==> config.mk <==
export PLATFORM = sky130hd
export DESIGN_NAME = pvdev_regfront
export DESIGN_NICKNAME = d
export VERILOG_FILES = /design/src/rtl/pvdev_pkg.sv /design/src/rtl/pvdev_irqstat.sv /design/src/rtl/pvdev_featwin.sv /design/src/rtl/pvdev_cfgspace.sv /design/src/rtl/pvdev_regfront.sv
export SDC_FILE = /design/constraint.sdc
export NUM_CORES = 1
export LEC_CHECK = 0
export ABC_AREA = 1
export BUFFER_PORTS_ARGS = -buffer_cell sky130_fd_sc_hd__buf_2
export CORE_MARGIN = 2
export CORE_UTILIZATION = 30
export DETAILED_ROUTE_END_ITERATION = 10
export PLACE_DENSITY = 0.48
export SLEW_MARGIN = 25
export SYNTH_ARGS = -nofsm -noshare
export SYNTH_HDL_FRONTEND = slang
export SYNTH_SLANG_ARGS = --single-unit
export TNS_END_PERCENT = 1
==> constraint.sdc <==
create_clock -name clk -period 10.1 [get_ports clk]
set_input_delay 0.505 -clock clk [delete_from_list [all_inputs] [get_ports clk]]
set_output_delay 0.505 -clock clk [all_outputs]
set_load 0.03 [all_outputs]
==> src/rtl/pvdev_pkg.sv <==
`timescale 1ns/1ps
package pvdev_pkg;
  localparam logic [31:0] PV_MAGIC   = 32'h7472_6976;
  localparam logic [31:0] PV_VERSION = 32'h0000_0002;

  localparam int IRQ_W     = 2;
  localparam int IRQ_USED  = 0;
  localparam int IRQ_CFG   = 1;

  localparam logic [11:0] OFF_MAGIC     = 12'h000;
  localparam logic [11:0] OFF_VERSION   = 12'h004;
  localparam logic [11:0] OFF_DEVID     = 12'h008;
  localparam logic [11:0] OFF_VENDOR    = 12'h00C;
  localparam logic [11:0] OFF_DFEAT     = 12'h010;
  localparam logic [11:0] OFF_DFSEL     = 12'h014;
  localparam logic [11:0] OFF_GFEAT     = 12'h020;
  localparam logic [11:0] OFF_GFSEL     = 12'h024;
  localparam logic [11:0] OFF_ISTAT     = 12'h060;
  localparam logic [11:0] OFF_IACK      = 12'h064;
  localparam logic [11:0] OFF_STATUS    = 12'h070;
  localparam logic [11:0] OFF_SHMSEL    = 12'h0AC;
  localparam logic [11:0] OFF_SHMLEN_L  = 12'h0B0;
  localparam logic [11:0] OFF_SHMLEN_H  = 12'h0B4;
  localparam logic [11:0] OFF_SHMBASE_L = 12'h0B8;
  localparam logic [11:0] OFF_SHMBASE_H = 12'h0BC;
  localparam logic [11:0] OFF_GEN       = 12'h0FC;
  localparam logic [11:0] OFF_CFG       = 12'h100;

  typedef struct packed {
    logic [63:0] base;
    logic [63:0] len;
  } shm_desc_t;
endpackage

==> src/rtl/pvdev_irqstat.sv <==
`timescale 1ns/1ps
module pvdev_irqstat
  import pvdev_pkg::*;
(
  input  logic             clk,
  input  logic             rst_n,
  input  logic             clr,
  input  logic [IRQ_W-1:0] evt,
  input  logic             ack_we,
  input  logic [IRQ_W-1:0] ack,
  output logic [IRQ_W-1:0] stat
);
  logic [IRQ_W-1:0] stat_q, stat_nxt, ack_mask;
  logic             stat_en;

  always_comb begin
    ack_mask = ack_we ? ack : '0;
    stat_en  = clr | ack_we | (|evt);
    if (clr) stat_nxt = '0;
    else     stat_nxt = (stat_q & ~ack_mask) | evt;
  end

  always_ff @(posedge clk or negedge rst_n) begin
    if (!rst_n)       stat_q <= '0;
    else if (stat_en) stat_q <= stat_nxt;
  end

  assign stat = stat_q;
endmodule

==> src/rtl/pvdev_featwin.sv <==
`timescale 1ns/1ps
module pvdev_featwin #(
  parameter int NW = 2
) (
  input  logic             clk,
  input  logic             rst_n,
  input  logic             clr,
  input  logic [NW*32-1:0] dev_feat,
  input  logic             dsel_we,
  input  logic             gsel_we,
  input  logic             gfeat_we,
  input  logic [31:0]      wdata,
  output logic [31:0]      dev_word,
  output logic [NW*32-1:0] drv_feat
);
  logic [31:0] dsel_q, dsel_nxt, gsel_q, gsel_nxt;
  logic        dsel_en, gsel_en;

  always_comb begin
    dsel_en  = clr | dsel_we;
    gsel_en  = clr | gsel_we;
    dsel_nxt = clr ? '0 : wdata;
    gsel_nxt = clr ? '0 : wdata;
  end

  always_ff @(posedge clk or negedge rst_n) begin
    if (!rst_n) begin
      dsel_q <= '0;
      gsel_q <= '0;
    end else begin
      if (dsel_en) dsel_q <= dsel_nxt;
      if (gsel_en) gsel_q <= gsel_nxt;
    end
  end

  for (genvar g = 0; g < NW; g++) begin : g_drv_word
    logic [31:0] word_q, word_nxt;
    logic        word_en;
    always_comb begin
      word_en  = clr | (gfeat_we & (gsel_q == 32'(g)));
      word_nxt = clr ? '0 : wdata;
    end
    always_ff @(posedge clk or negedge rst_n) begin
      if (!rst_n)       word_q <= '0;
      else if (word_en) word_q <= word_nxt;
    end
    assign drv_feat[g*32 +: 32] = word_q;
  end

  always_comb begin
    dev_word = '0;
    for (int i = 0; i < NW; i++) begin
      if (dsel_q == 32'(i)) dev_word = dev_feat[i*32 +: 32];
    end
  end
endmodule

==> src/rtl/pvdev_cfgspace.sv <==
`timescale 1ns/1ps
module pvdev_cfgspace
  import pvdev_pkg::*;
#(
  parameter int WORDS = 4,
  parameter int GEN_W = 32
) (
  input  logic             clk,
  input  logic             rst_n,
  input  logic [11:0]      addr,
  input  logic             wr_en,
  input  logic [31:0]      wdata,
  input  logic             chg,
  output logic             hit,
  output logic [31:0]      rword,
  output logic [GEN_W-1:0] gen
);
  logic [31:0]      cfg_q [WORDS];
  logic [GEN_W-1:0] gen_q, gen_nxt;
  logic             gen_en;

  always_comb begin
    hit   = 1'b0;
    rword = '0;
    for (int i = 0; i < WORDS; i++) begin
      if (addr == OFF_CFG + 12'(4*i)) begin
        hit   = 1'b1;
        rword = cfg_q[i];
      end
    end
  end

  for (genvar g = 0; g < WORDS; g++) begin : g_cfg_word
    logic word_en;
    assign word_en = wr_en & (addr == OFF_CFG + 12'(4*g));
    always_ff @(posedge clk or negedge rst_n) begin
      if (!rst_n)       cfg_q[g] <= '0;
      else if (word_en) cfg_q[g] <= wdata;
    end
  end

  always_comb begin
    gen_en  = chg | (wr_en & hit);
    gen_nxt = gen_q + GEN_W'(1);
  end

  always_ff @(posedge clk or negedge rst_n) begin
    if (!rst_n)      gen_q <= '0;
    else if (gen_en) gen_q <= gen_nxt;
  end

  assign gen = gen_q;
endmodule

==> src/rtl/pvdev_regfront.sv <==
`timescale 1ns/1ps
module pvdev_regfront
  import pvdev_pkg::*;
#(
  parameter int          ADDR_W     = 9,
  parameter logic [31:0] DEV_ID     = 32'd1,
  parameter logic [31:0] VENDOR_ID  = 32'h0000_5A17,
  parameter int          FEAT_WORDS = 2,
  parameter int          CFG_WORDS  = 4,
  parameter int          GEN_W      = 32,
  parameter int          NUM_SHM    = 1,
  parameter logic [63:0] SHM_BASE   = 64'h0000_0040_0000_0000,
  parameter logic [63:0] SHM_LEN    = 64'h0000_0000_0010_0000
) (
  input  logic                    clk,
  input  logic                    rst_n,
  input  logic [ADDR_W-1:0]       bus_addr,
  input  logic [31:0]             bus_wdata,
  input  logic                    bus_wr,
  input  logic                    bus_rd,
  output logic [31:0]             bus_rdata,
  input  logic [FEAT_WORDS*32-1:0] dev_feat_i,
  input  logic                    used_evt_i,
  input  logic                    cfg_chg_i,
  output logic                    irq_o,
  output logic [7:0]              status_o,
  output logic [FEAT_WORDS*32-1:0] drv_feat_o,
  output logic                    dev_reset_o
);
  localparam int FEAT_W = FEAT_WORDS * 32;

  // reset: asserted asynchronously, released on the clock
  logic [1:0] rsync_q;
  logic       rst_q_n;
  always_ff @(posedge clk or negedge rst_n) begin
    if (!rst_n) rsync_q <= '0;
    else        rsync_q <= {rsync_q[0], 1'b1};
  end
  assign rst_q_n = rsync_q[1];

  // address decode
  logic [11:0] a12;
  logic w_dfsel, w_gfeat, w_gfsel, w_iack, w_status, w_shmsel, zero_wr;
  assign a12      = 12'(bus_addr);
  assign w_dfsel  = bus_wr & (a12 == OFF_DFSEL);
  assign w_gfeat  = bus_wr & (a12 == OFF_GFEAT);
  assign w_gfsel  = bus_wr & (a12 == OFF_GFSEL);
  assign w_iack   = bus_wr & (a12 == OFF_IACK);
  assign w_status = bus_wr & (a12 == OFF_STATUS);
  assign w_shmsel = bus_wr & (a12 == OFF_SHMSEL);
  assign zero_wr  = w_status & (bus_wdata == '0);

  // feature windows
  logic [31:0] dev_word;
  pvdev_featwin #(.NW(FEAT_WORDS)) u_feat (
    .clk      (clk),
    .rst_n    (rst_q_n),
    .clr      (zero_wr),
    .dev_feat (dev_feat_i),
    .dsel_we  (w_dfsel),
    .gsel_we  (w_gfsel),
    .gfeat_we (w_gfeat),
    .wdata    (bus_wdata),
    .dev_word (dev_word),
    .drv_feat (drv_feat_o)
  );

  // interrupt status
  logic [IRQ_W-1:0] irq_evt, irq_stat;
  always_comb begin
    irq_evt           = '0;
    irq_evt[IRQ_USED] = used_evt_i;
    irq_evt[IRQ_CFG]  = cfg_chg_i;
  end

  pvdev_irqstat u_irq (
    .clk    (clk),
    .rst_n  (rst_q_n),
    .clr    (zero_wr),
    .evt    (irq_evt),
    .ack_we (w_iack),
    .ack    (bus_wdata[IRQ_W-1:0]),
    .stat   (irq_stat)
  );
  assign irq_o = |irq_stat;

  // configuration scratch and generation
  logic             cfg_hit;
  logic [31:0]      cfg_word;
  logic [GEN_W-1:0] cfg_gen;
  pvdev_cfgspace #(.WORDS(CFG_WORDS), .GEN_W(GEN_W)) u_cfg (
    .clk   (clk),
    .rst_n (rst_q_n),
    .addr  (a12),
    .wr_en (bus_wr),
    .wdata (bus_wdata),
    .chg   (cfg_chg_i),
    .hit   (cfg_hit),
    .rword (cfg_word),
    .gen   (cfg_gen)
  );

  // status byte, shared-memory selector, reset pulse, read data
  logic [7:0]  stat_q, stat_nxt;
  logic        stat_en;
  logic [31:0] shm_sel_q, shm_sel_nxt;
  logic        shm_sel_en;
  logic        rst_pulse_q;
  logic [31:0] rdata_q, rdata_nxt;
  logic        rdata_en;
  shm_desc_t   shm_cur;

  always_comb begin
    shm_cur.base = '1;
    shm_cur.len  = '1;
    for (int i = 0; i < NUM_SHM; i++) begin
      if (shm_sel_q == 32'(i)) begin
        shm_cur.len  = SHM_LEN;
        shm_cur.base = SHM_BASE + 64'(i) * SHM_LEN;
      end
    end
  end

  always_comb begin
    unique case (a12)
      OFF_MAGIC:     rdata_nxt = PV_MAGIC;
      OFF_VERSION:   rdata_nxt = PV_VERSION;
      OFF_DEVID:     rdata_nxt = DEV_ID;
      OFF_VENDOR:    rdata_nxt = VENDOR_ID;
      OFF_DFEAT:     rdata_nxt = dev_word;
      OFF_ISTAT:     rdata_nxt = 32'(irq_stat);
      OFF_STATUS:    rdata_nxt = {24'd0, stat_q};
      OFF_SHMSEL:    rdata_nxt = shm_sel_q;
      OFF_SHMLEN_L:  rdata_nxt = shm_cur.len[31:0];
      OFF_SHMLEN_H:  rdata_nxt = shm_cur.len[63:32];
      OFF_SHMBASE_L: rdata_nxt = shm_cur.base[31:0];
      OFF_SHMBASE_H: rdata_nxt = shm_cur.base[63:32];
      OFF_GEN:       rdata_nxt = 32'(cfg_gen);
      default:       rdata_nxt = cfg_hit ? cfg_word : '0;
    endcase
  end

  always_comb begin
    stat_en     = w_status;
    stat_nxt    = bus_wdata[7:0];
    shm_sel_en  = w_shmsel | zero_wr;
    shm_sel_nxt = zero_wr ? '0 : bus_wdata;
    rdata_en    = bus_rd;
  end

  always_ff @(posedge clk or negedge rst_q_n) begin
    if (!rst_q_n) begin
      stat_q      <= '0;
      shm_sel_q   <= '0;
      rst_pulse_q <= 1'b0;
      rdata_q     <= '0;
    end else begin
      if (stat_en)    stat_q    <= stat_nxt;
      if (shm_sel_en) shm_sel_q <= shm_sel_nxt;
      rst_pulse_q <= zero_wr;
      if (rdata_en)   rdata_q   <= rdata_nxt;
    end
  end

  assign status_o    = stat_q;
  assign dev_reset_o = rst_pulse_q;
  assign bus_rdata   = rdata_q;

  logic [FEAT_W-1:0] feat_unused_chk;
  assign feat_unused_chk = drv_feat_o;
endmodule

==> summary.txt, run 1 <==
Outcome: completed
Nets: 2594
Worst-path cell chain: buf_2, nor2_1, nand2_2, inv_2, nand2_1, nor2_4, nor2_1, nand2_1, nand2_1, nand2_4, inv_2, nand2_1, nand2_1
Worst r2r dst: u_feat.g_drv_word[1].word_q[1]$_DFFE_PN0P_
Clock skew: 0.0179 ns
DR DRC count: 0
Count of flip-flops with a built-in enable after synthesis: 0
Fill cells: 6135
Initial Util: 30.4%
Ys Warns: 0
Asr flop ratio synth: 100%
Die Height: 246 um
Mapped cell area: 17600 um^2
GRT Util Overall: 21.2%
IO Pins: 217
Seq pwr share: 44.6%
Port bufs: 216
Endpoint, Worst Hold: u_irq.stat[0]$_DFFE_PN0P_
1st-iter DRT viols: 1548
Grt ovf: 0
Post-synth cell types: 35
Area of the multi-input gates: 7420 um^2
Net Count, Synth: 2432
Min-Delay Path Depth: 3
DPL Wire Length: 45.0 mm
Sequential share of the synthesized area: 52.0%
Count leader, synth: nand2_1
Worst Tran Pin Value: 0.956 ns
WP data required: 10.54 ns
FF+latch count, synth: 365
Fin crit period: 2.65 ns
Average cell area after synthesis: 7.57 um^2
Fin crit share: 26.2%
Syn-to-layout area delta: 18.2%
Most Frequent Cell on Critical Path: nand2_1
Area share of the largest cell type after synthesis: 52.0%
Worst setup EP type: flop
Setup CP Type: in -> reg
Root buf cell: clkbuf_16
Static leakage: 10.5 nW
Sink Count: 365
Initial antenna violation count: 8
Total wire length: 64.1 mm
CTS tree: built
Reg-to-reg slack, setup: 7.63 ns
Hold path start: used_evt_i
Setup TNS: 0 ns
Clock slew at reported path FFs: 0.06 ns
Top delay family on crit path: simple AND/OR/NAND/NOR gates
Final setup vio count: 0
Fmax: 0.377 GHz
Hold Fails Final Rpt: 0
Area leader, netlist: dfrtp_1
CP Buf/Inv Count: 3
Core area: 57800 um^2
Worst R2R Start: u_feat.gsel_q[27]$_DFFE_PN0P_
R2R cell count: 10
CTS max path bufs: 3
Final std cells w/o fill: 3279
Critical Path Start Type: input pin
Chip Width: 246 um
Sequential Area: 9140 um^2
Max_cap viols: 0
Worst Path Max Fanout: 55
Num CTS Buffers: 42
Pwr dens: 170 nW/um^2
DR WL/cell: 19.5 um
Worst skew pair latency: 0.57 ns
Clock power frac: 45.2%
Synth top cells by count: nand2_1, dfrtp_1, nor2_1
Max Slew Vio Count: 0
Worst vdd ir: 0.000108 V
Switch share: 26.8%
Routability cong.: 0.889
Htree depth: 2
Vias per cell: 4.87
Core Rows: 88
Hold crit path type: in -> reg
Rel. slew slack: 35.9%
Worst path slowest cell: nor2_4
Largest net degree at the start of global routing: 151
Main synth FF type: dfrtp_1
CP max stage delay: 0.72 ns
Post-route ant nets: 0
Number of global-route vias before repair: 15300
DRT Pass-1 Iters: 8
First-pass GRT wire length: 96.9 mm
Cells after DPL: 3202
Die area: 60500 um^2
Int Pwr: 2.59 mW
Psw: 950 uW
RSZ-0062 raised after global routing: no
Leading post-synthesis cells by cell area: dfrtp_1, nand2_1, nand3_1, o21ai_0, nor2_1
Worst Path Arrival: 3.10 ns
Routed vias: 16000
Syn Inst Count: 2320
Gate power share: 10.1%
Share of cells above drive strength 1: 13.3%
per-layer routing:
metal / part of all wire, % / global-route usage, %
met1: 44 / 28.9
met2: 47 / 34.4
met3: 6.5 / 4.07
met4: 2.3 / 5.67
met5: 0.10 / 0
final cells by class:
| type | instances | area share [%] |
|---|---|---|
| clock inverters | 13 | 0.952 |
| multi-input cells | 1686 | 35.7 |
| well taps | 765 | 4.61 |
| flip-flops and latches | 365 | 44.0 |
| clock buffers | 61 | 5.89 |
| diodes | 2 | 0.0241 |
| repair buffers | 240 | 6.16 |
| inverters | 147 | 2.66 |
power by group through the flow:
stage                     combinational [mW]  sequential [mW]  clock, mW
final                                  0.359             1.58       1.60
after global routing                   0.403             1.59       1.70
after CTS                              0.365             1.58       1.64
after detailed placement               0.364             1.60          0
after global placement                 0.360             1.60          0
after floorplan                        0.171             1.63          0
cells in the final DEF (no fill, tap or decap), types with 9 or more instances in the layout:
cell / count
nand4_1: 21
xor2_1: 20
o21ai_1: 9
nand3_1: 269
o22ai_1: 20
clkbuf_16: 43
buf_2: 216
inv_1: 141
nand2_1: 740
o21ai_0: 248
buf_4: 21
nor2_1: 299
dfrtp_1: 364
nor3_1: 23
clkbuf_1: 10
kinds of logic (layout without fill, tap and decap cells):
kind of cell	Yosys count	count (layout)	synth area share, %
compound gates	280	280	8.20
flops	365	365	52.0
buf+inv	269	461	6.21
fa+ha+maj	1	1	0.0712
simple gates	1383	1383	32.5
other cells	1	3	0.0213
xor+xnor	21	21	1.05
per-stage QoR:
stage	area (um^2)	hold slack, ns	setup slack (ns)	power [mW]	util (%)
after floorplan	17600	0.209	4.14	1.81	-
after global placement	19300	0.296	6.63	1.96	33.4
after detailed placement	19300	0.295	6.52	1.97	33.4
after CTS	20800	0.146	7.12	3.58	35.9
after global routing	20800	0.167	7.09	3.69	35.9
final	20800	0.172	7.45	3.54	35.9
worst max-delay path by stage:
stage                         startpoint  cells past startpoint                        end
floorplan           rsync_q[1]$_DFF_PN0_                      0   bus_rdata[0]$_DFFE_PN0P_
global placement             bus_addr[5]                     13  u_cfg.gen[30]$_DFFE_PN0P_
detailed placement           bus_addr[5]                     13   u_cfg.gen[5]$_DFFE_PN0P_
CTS                          bus_addr[5]                     13  u_cfg.gen[30]$_DFFE_PN0P_
global route                 bus_addr[5]                     13   u_cfg.gen[5]$_DFFE_PN0P_
finish                       bus_addr[5]                     13  u_cfg.gen[30]$_DFFE_PN0P_
worst register-to-register path, stage by stage, from the launching register on:
cell and delay, ns:
dfrtp_1 0.36, nor2_1 0.05, nand2_1 0.13, nor2_1 0.07, nand2_1 0.08, nor4_1 0.05
nand2_1 0.06, buf_4 0.34, clkinv_1 0.87, nand2_1 0.26, nand2_1 0.08
state kept, by name (all words and copies together), names as in the netlist:
register,cells
u_feat.gsel_q,32
dev_reset_o,1
u_irq.stat,2
u_feat.g_drv_word.word_q,64
shm_sel_q,32
status_o,8
u_feat.dsel_q,32
u_cfg.gen,32
u_cfg.cfg_q,128
rsync_q,2
bus_rdata,32
timing repair:
action / CTS / global route
hold endpoints to repair: 2 / 0
gates resized for setup: 0 / 0
setup buffers: 0 / 0
hold buffers: 1 / 0
Power figures use the tool's default switching activity.
==> run 2, diff against run 1 <==
==> constraint.sdc (replaced) <==
create_clock -name clk -period 2.2 [get_ports clk]
set_input_delay 0.11 -clock clk [delete_from_list [all_inputs] [get_ports clk]]
set_output_delay 0.11 -clock clk [all_outputs]
set_load 0.03 [all_outputs]
==> run 2 against run 1 <==
- die area unchanged
- via count increased by 4.7%
- global-route usage increased by 0.52 points
- cell count increased by 4.6%
- cell area increased by 7.6%
- clock power increased to 4.6 times the previous value
- critical path type is now reg -> reg
- largest power group unchanged
==> summary.txt, run 2 (same netlist as run 1, synthesis figures left out) <==
Core area: 57800 um^2 (unchanged)
Largest net degree at the start of global routing: 76 (-50%)
1st-iter DRT viols: 1535 (-0.84%)
Num CTS Buffers: 43 (+2.4%)
Total wire length: 66.9 mm (+4.4%)
Share of cells above drive strength 1: 15.3% (+2.1 points)
Nets: 2742 (+5.7%)
Max Slew Vio Count: 0 (unchanged)
Biggest regs: u_cfg.cfg_q x128, u_feat.g_drv_word.word_q x64
Post-CTS Setup Inserts: 0 (unchanged)
Commonest non-fill, non-tap cell in the layout: nand2_1
Worst Path Arrival: 2.49 ns (-0.61 ns)
DPL Wire Length: 47.6 mm (+5.7%)
WP data required: 2.71 ns (-7.83 ns)
Core Rows: 88 (unchanged)
Worst setup EP type: flop
Die area: 60500 um^2 (unchanged)
Clock slew at reported path FFs: 0.06 ns (about the same)
Worst vdd ir: 0.000544 V (+410%)
Syn-to-layout area delta: 27.2%
DR DRC count: 0 (unchanged)
Initial antenna violation count: 4 (-4)
Initial Util: 30.4% (unchanged)
Max_cap viols: 0 (unchanged)
RSZ-0062 raised after global routing: no
Final std cells w/o fill: 3430 (+4.6%)
Fmax: 0.503 GHz
Routability cong.: 0.959 (+7.9%)
Clock skew: 0.0197 ns (+0.00179 ns)
Max reg flops: 128 (unchanged)
Routed vias: 16700 (+4.7%)
Setup CP Type: reg -> reg
Pwr dens: 743 nW/um^2 (+340%)
Die Height: 246 um (unchanged)
Critical Path Start Type: flop
CTS tree: built
Number of global-route vias before repair: 15700 (+2.8%)
First-pass GRT wire length: 99.2 mm (+2.4%)
Sink Count: 365 (unchanged)
Port bufs: 216 (unchanged)
Vias per cell: 4.88 (about the same)
Rel. slew slack: 53.6% (+18 points)
Chip Width: 246 um (unchanged)
Worst skew pair latency: 0.59 ns (+0.02 ns)
DRT Pass-1 Iters: 5 (-3)
DR WL/cell: 19.5 um (-0.15%)
Post-route ant nets: 0 (unchanged)
GRT Util Overall: 21.7% (+0.52 points)
Largest register by flop count: u_cfg.cfg_q
Worst Path Max Fanout: 18 (-67%)
Grt ovf: 0 (unchanged)
Static leakage: 11.3 nW (+7.4%)
Outcome: completed
Worst Tran Pin Value: 0.696 ns (-0.260 ns)
IO Pins: 217 (unchanged)
Total Power: 16.6 mW (+370%)
Htree depth: 2 (unchanged)
Hold crit path type: in -> reg
Fin crit share: 90.3%
Cells after DPL: 3275 (+2.3%)
Fin crit period: 1.99 ns
Most frequent cells in the layout: nand2_1, dfrtp_1, nor2_1, nand3_1, o21ai_0
Hold Fails Final Rpt: 0 (unchanged)
Root buf cell: clkbuf_16
CTS max path bufs: 3 (unchanged)
Final setup vio count: 0 (unchanged)
[run 2: cell type report]
type	instances	area, um^2
clock buffers	69	1290
well taps	765	957
repair buffers	387	2830
inverters	147	552
multi-input cells	1686	7400
clock inverters	10	171
flip-flops and latches	365	9140
diodes	1	2.50
fillers	6012	35500
[run 2: path summary, 6_finish.rpt]
path                       slack [ns]                           from  depth (start not counted)                                          end
max                              0.21  u_feat.dsel_q[19]$_DFFE_PN0P_                         13                    bus_rdata[16]$_DFFE_PN0P_
min                             0.008                  dev_feat_i[7]                          7                     bus_rdata[7]$_DFFE_PN0P_
max reg2reg                      0.21  u_feat.dsel_q[19]$_DFFE_PN0P_                         13                    bus_rdata[16]$_DFFE_PN0P_
min reg2reg                      0.28           rsync_q[1]$_DFF_PN0_                          0  u_feat.g_drv_word[0].word_q[29]$_DFFE_PN0P_
max in group asynchronous        1.11           rsync_q[1]$_DFF_PN0_                          1                    bus_rdata[15]$_DFFE_PN0P_
min in group asynchronous        0.28           rsync_q[1]$_DFF_PN0_                          0  u_feat.g_drv_word[0].word_q[29]$_DFFE_PN0P_
[run 2: through the flow]
step | setup WS, ns | area (um^2) | TNS [ns] | util, % | hold WS [ns]
detailed placement | 0.110 | 20100 | 0 | 34.8 | -0.101
finish | 0.213 | 22300 | 0 | 38.7 | 0.00762
floorplan | -1.40 | 17600 | -508.01 | - | -0.186
global placement | 0.117 | 20100 | 0 | 34.8 | -0.103
global route | 0.0139 | 22300 | 0 | 38.7 | 0.0409
CTS | 0.112 | 22300 | 0 | 38.6 | 0.000878
[run 2: per-layer routing]
layer | GRT usage [%] | vias up | wire, um
met4 | 8.02 | 4 | 2320
met3 | 3.49 | 114 | 4030
met5 | 0 | - | 23
met2 | 35.1 | 528 | 31700
li1 | - | 8048 | -
met1 | 29.3 | 8035 | 28900
[run 2: power by group]
| part | switching (mW) | internal (mW) |
|---|---|---|
| Sequential | 0.249 | 7.00 |
| Combinational | 1.29 | 0.646 |
| Clock | 3.00 | 4.41 |
[run 2: repair_timing]
item	in CTS	in global routing
hold buffers	75	0
endpoints found under the hold margin	125	0
resized for setup	0	2
setup endpoints to repair	0	16
[run 2: worst max-delay path: stages, from the launching register on]
cell and delay (ns):
dfrtp_1 0.38, nor2_1 0.13, nand2_1 0.11, nor2_1 0.09, nand2_1 0.17, nor2_2 0.18
buf_12 0.16, buf_4 0.24, nand3_1 0.09, nand2_1 0.08, nand2_1 0.08, nand2_1 0.07
nor2_1 0.04, nor2_1 0.08
==> run 3, diff against run 2 <==
--- a/config.mk
+++ b/config.mk
@@ -10,7 +10,7 @@
 export CORE_MARGIN = 2
 export CORE_UTILIZATION = 30
 export DETAILED_ROUTE_END_ITERATION = 10
-export PLACE_DENSITY = 0.48
+export PLACE_DENSITY = 0.51
 export SLEW_MARGIN = 25
 export SYNTH_ARGS = -nofsm -noshare
 export SYNTH_HDL_FRONTEND = slang
==> run 3 against run 2 <==
- utilization shrank 0.17 points
- die area did not move
- clock power up 4.7%
- combinational power hardly changed
- flip-flop and latch count did not move
- critical path depth shrank 1
- cell count decreased by 0.47%
- global-route usage up 0.60 points
- cell area shrank 0.44%
- maximum frequency is 2.2% lower
- worst hold slack better by 0.0052 ns
- routed wire length up 2.3%
- critical path type unchanged
- highest routed layer unchanged
==> summary.txt, run 3 (same netlist as run 1, synthesis figures left out) <==
CP Launch Point: shm_sel_q[17]$_DFFE_PN0P_
Most used routing layer: met2
Core area: 57800 um^2 (unchanged)
Commonest non-fill, non-tap cell in the layout: nand2_1
Worst vdd ir: 0.000618 V (+14%)
Hold crit path type: in -> reg
Max_cap viols: 0 (unchanged)
Worst r2r dst: bus_rdata[25]$_DFFE_PN0P_
Hold Fails Final Rpt: 0 (unchanged)
Share of cells above drive strength 1: 16.1% (+0.80 points)
CTS tree: built
WHS: 0.0129 ns (+0.00524 ns)
Max reg flops: 128 (unchanged)
Placed instance area: 20100 um^2 (about the same)
Sink Count: 365 (unchanged)
GR met3 Demand/Resource: 3.07% (-0.41 points)
Post-route ant nets: 0 (unchanged)
Worst skew pair latency: 0.57 ns (-0.02 ns)
Hold path start: dev_feat_i[22]
Total wire length: 68.5 mm (+2.3%)
Routability cong.: 0.921 (-4.0%)
WP data required: 2.64 ns (-0.07 ns)
Nets: 2731 (-0.40%)
Design Area, Final: 22200 um^2 (-0.44%)
Fmax: 0.492 GHz (-2.2%)
Clock skew: 0.0199 ns (+0.000195 ns)
R2R cell count: 12 (-1)
Reg-to-reg slack, setup: 0.17 ns (-0.05 ns)
Core Rows: 88 (unchanged)
CTS max path bufs: 3 (unchanged)
Met1 usage: 29.7% (+0.45 points)
Grt ovf: 0 (unchanged)
Routed vias: 16800 (+0.25%)
Finished Core Util: 38.5% (-0.17 points)
Max Slew Vio Count: 0 (unchanged)
Worst Path Max Fanout: 7 (-11)
Final setup vio count: 0 (unchanged)
Largest net degree at the start of global routing: 114 (+50%)
Worst Path Arrival: 2.47 ns (-0.02 ns)
Rel. slew slack: 53.4% (-0.19 points)
Worst Tran Pin Value: 0.698 ns (+0.00281 ns)
Port bufs: 216 (unchanged)
Critical Path Start Type: flop
DR DRC count: 0 (unchanged)
IO Pins: 217 (unchanged)
Fin crit period: 2.03 ns (+0.0456 ns)
Worst R2R Start: shm_sel_q[17]$_DFFE_PN0P_
DR WL/cell: 20.1 um (+2.8%)
Vias per cell: 4.91 (+0.71%)
1st-iter DRT viols: 1508 (-1.8%)
Biggest regs: u_cfg.cfg_q x128, u_feat.g_drv_word.word_q x64
Int Pwr: 12.4 mW (+3.1%)
Min-Delay Path Depth: 7 (unchanged)
Outcome: completed
Endpoint, Worst Hold: bus_rdata[22]$_DFFE_PN0P_
RSZ-0062 raised after global routing: no
Setup CP Type: reg -> reg
Seq pwr share: 42.8% (-0.9 points)
Initial antenna violation count: 3 (-1)
DRT Pass-1 Iters: 7 (+2)
Root buf cell: clkbuf_16
Static leakage: 11.3 nW (about the same)
Switch share: 26.9% (-0.46 points)
Worst setup EP type: flop
Clock slew at reported path FFs: 0.07 ns (about the same)
Die Height: 246 um (unchanged)
DPL Wire Length: 48.7 mm (+2.3%)
Psw: 4.57 mW (+0.72%)
ANT cells: 0 (-1)
Pwr dens: 764 nW/um^2 (+2.9%)
Number of global-route vias before repair: 16100 (+2.1%)
Gate power share: 11.6% (about the same)
Syn-to-layout area delta: 26.6%
Fin crit share: 92.4% (+2.1 points)
GRT Util Overall: 22.3% (+0.60 points)
Htree depth: 2 (unchanged)
Fill cells: 5996 (-0.27%)
Chip Width: 246 um (unchanged)
Initial Util: 30.4% (unchanged)
Largest register by flop count: u_cfg.cfg_q
M2 GR Usage: 37.1% (+1.9 points)
Die area: 60500 um^2 (unchanged)
Num CTS Buffers: 42 (-2.3%)
First-pass GRT wire length: 101 mm (+2.2%)
Most frequent cells in the layout: nand2_1, dfrtp_1, nor2_1, nand3_1, o21ai_0
Clock power frac: 45.6% (+1.0 points)
[run 3: changes by cell type in the layout (fill, tap and decap cells not counted), moves of 2 or more]
cell           change
clkinv_2           +6
buf_12             -3
buf_4             +12
dlygate4sd3_1     -19
clkbuf_1          -13
clkinv_8           -2
bufinv_16          +4
[run 3: how the worst max path moves through the flow]
stage | endpoint
floorplan | bus_rdata[0]$_DFFE_PN0P_
global placement | bus_rdata[25]$_DFFE_PN0P_
detailed placement | bus_rdata[25]$_DFFE_PN0P_
CTS | bus_rdata[25]$_DFFE_PN0P_
global route | bus_rdata[18]$_DFFE_PN0P_
finish | bus_rdata[25]$_DFFE_PN0P_
[run 3: per-stage QoR]
step / cells / setup WS, ns / power (mW) / setup TNS (ns)
global route: 3414 / 0.0203 / 17.6 / 0
CTS: 3412 / 0.103 / 17.2 / 0
finish: 3414 / 0.168 / 17.0 / 0
floorplan: 2320 / -1.40 / 8.29 / -508.01
detailed placement: 3282 / 0.125 / 9.28 / 0
global placement: 3282 / 0.108 / 9.25 / 0
[run 3: area by class of cell]
cell class / instances / area (um^2) / area share [%]
clock inverter: 18 / 278 / 1.25
inverter: 147 / 556 / 2.50
tap: 765 / 957 / 4.30
clock buffer: 56 / 1240 / 5.60
timing repair buffer: 377 / 2670 / 12.0
sequential: 365 / 9140 / 41.1
multi-input combinational: 1686 / 7410 / 33.3
[run 3: layer usage]
layer  routed length, um  vias to the layer above
met5                  13                        -
met4                2370                        2
met3                3950                      104
met2               32700                      566
met1               29400                     8069
li1                    -                     8029
[run 3: power by group through the flow]
stage,Combinational (mW),Sequential [mW],Clock [mW]
6_report,1.97,7.28,7.76
5_1_grt,2.16,7.30,8.18
3_5_place_dp,1.89,7.39,0
3_3_place_gp,1.86,7.39,0
2_1_floorplan,0.786,7.50,0
4_1_cts,1.97,7.27,7.91
[run 3: what timing repair did]
item                                    in CTS  in global routing
hold buffers                                56                  0
setup buffers                                0                  2
endpoints found under the hold margin      112                  0
gates resized for setup                      0                  4
endpoints found under the setup margin       0                  7
[run 3: critical path, cell delays in order, from the launching register on]
cell,delay (ns)
dfrtp_1,0.36
inv_1,0.15
nand2_1,0.09
nor2_2,0.15
nand2_1,0.08
nor2_1,0.10
nand2_1,0.13
nand2_2,0.13
clkinvlp_4,0.21
nor2_1,0.18
nand2_1,0.07
nor2_1,0.20
nor2_1,0.06
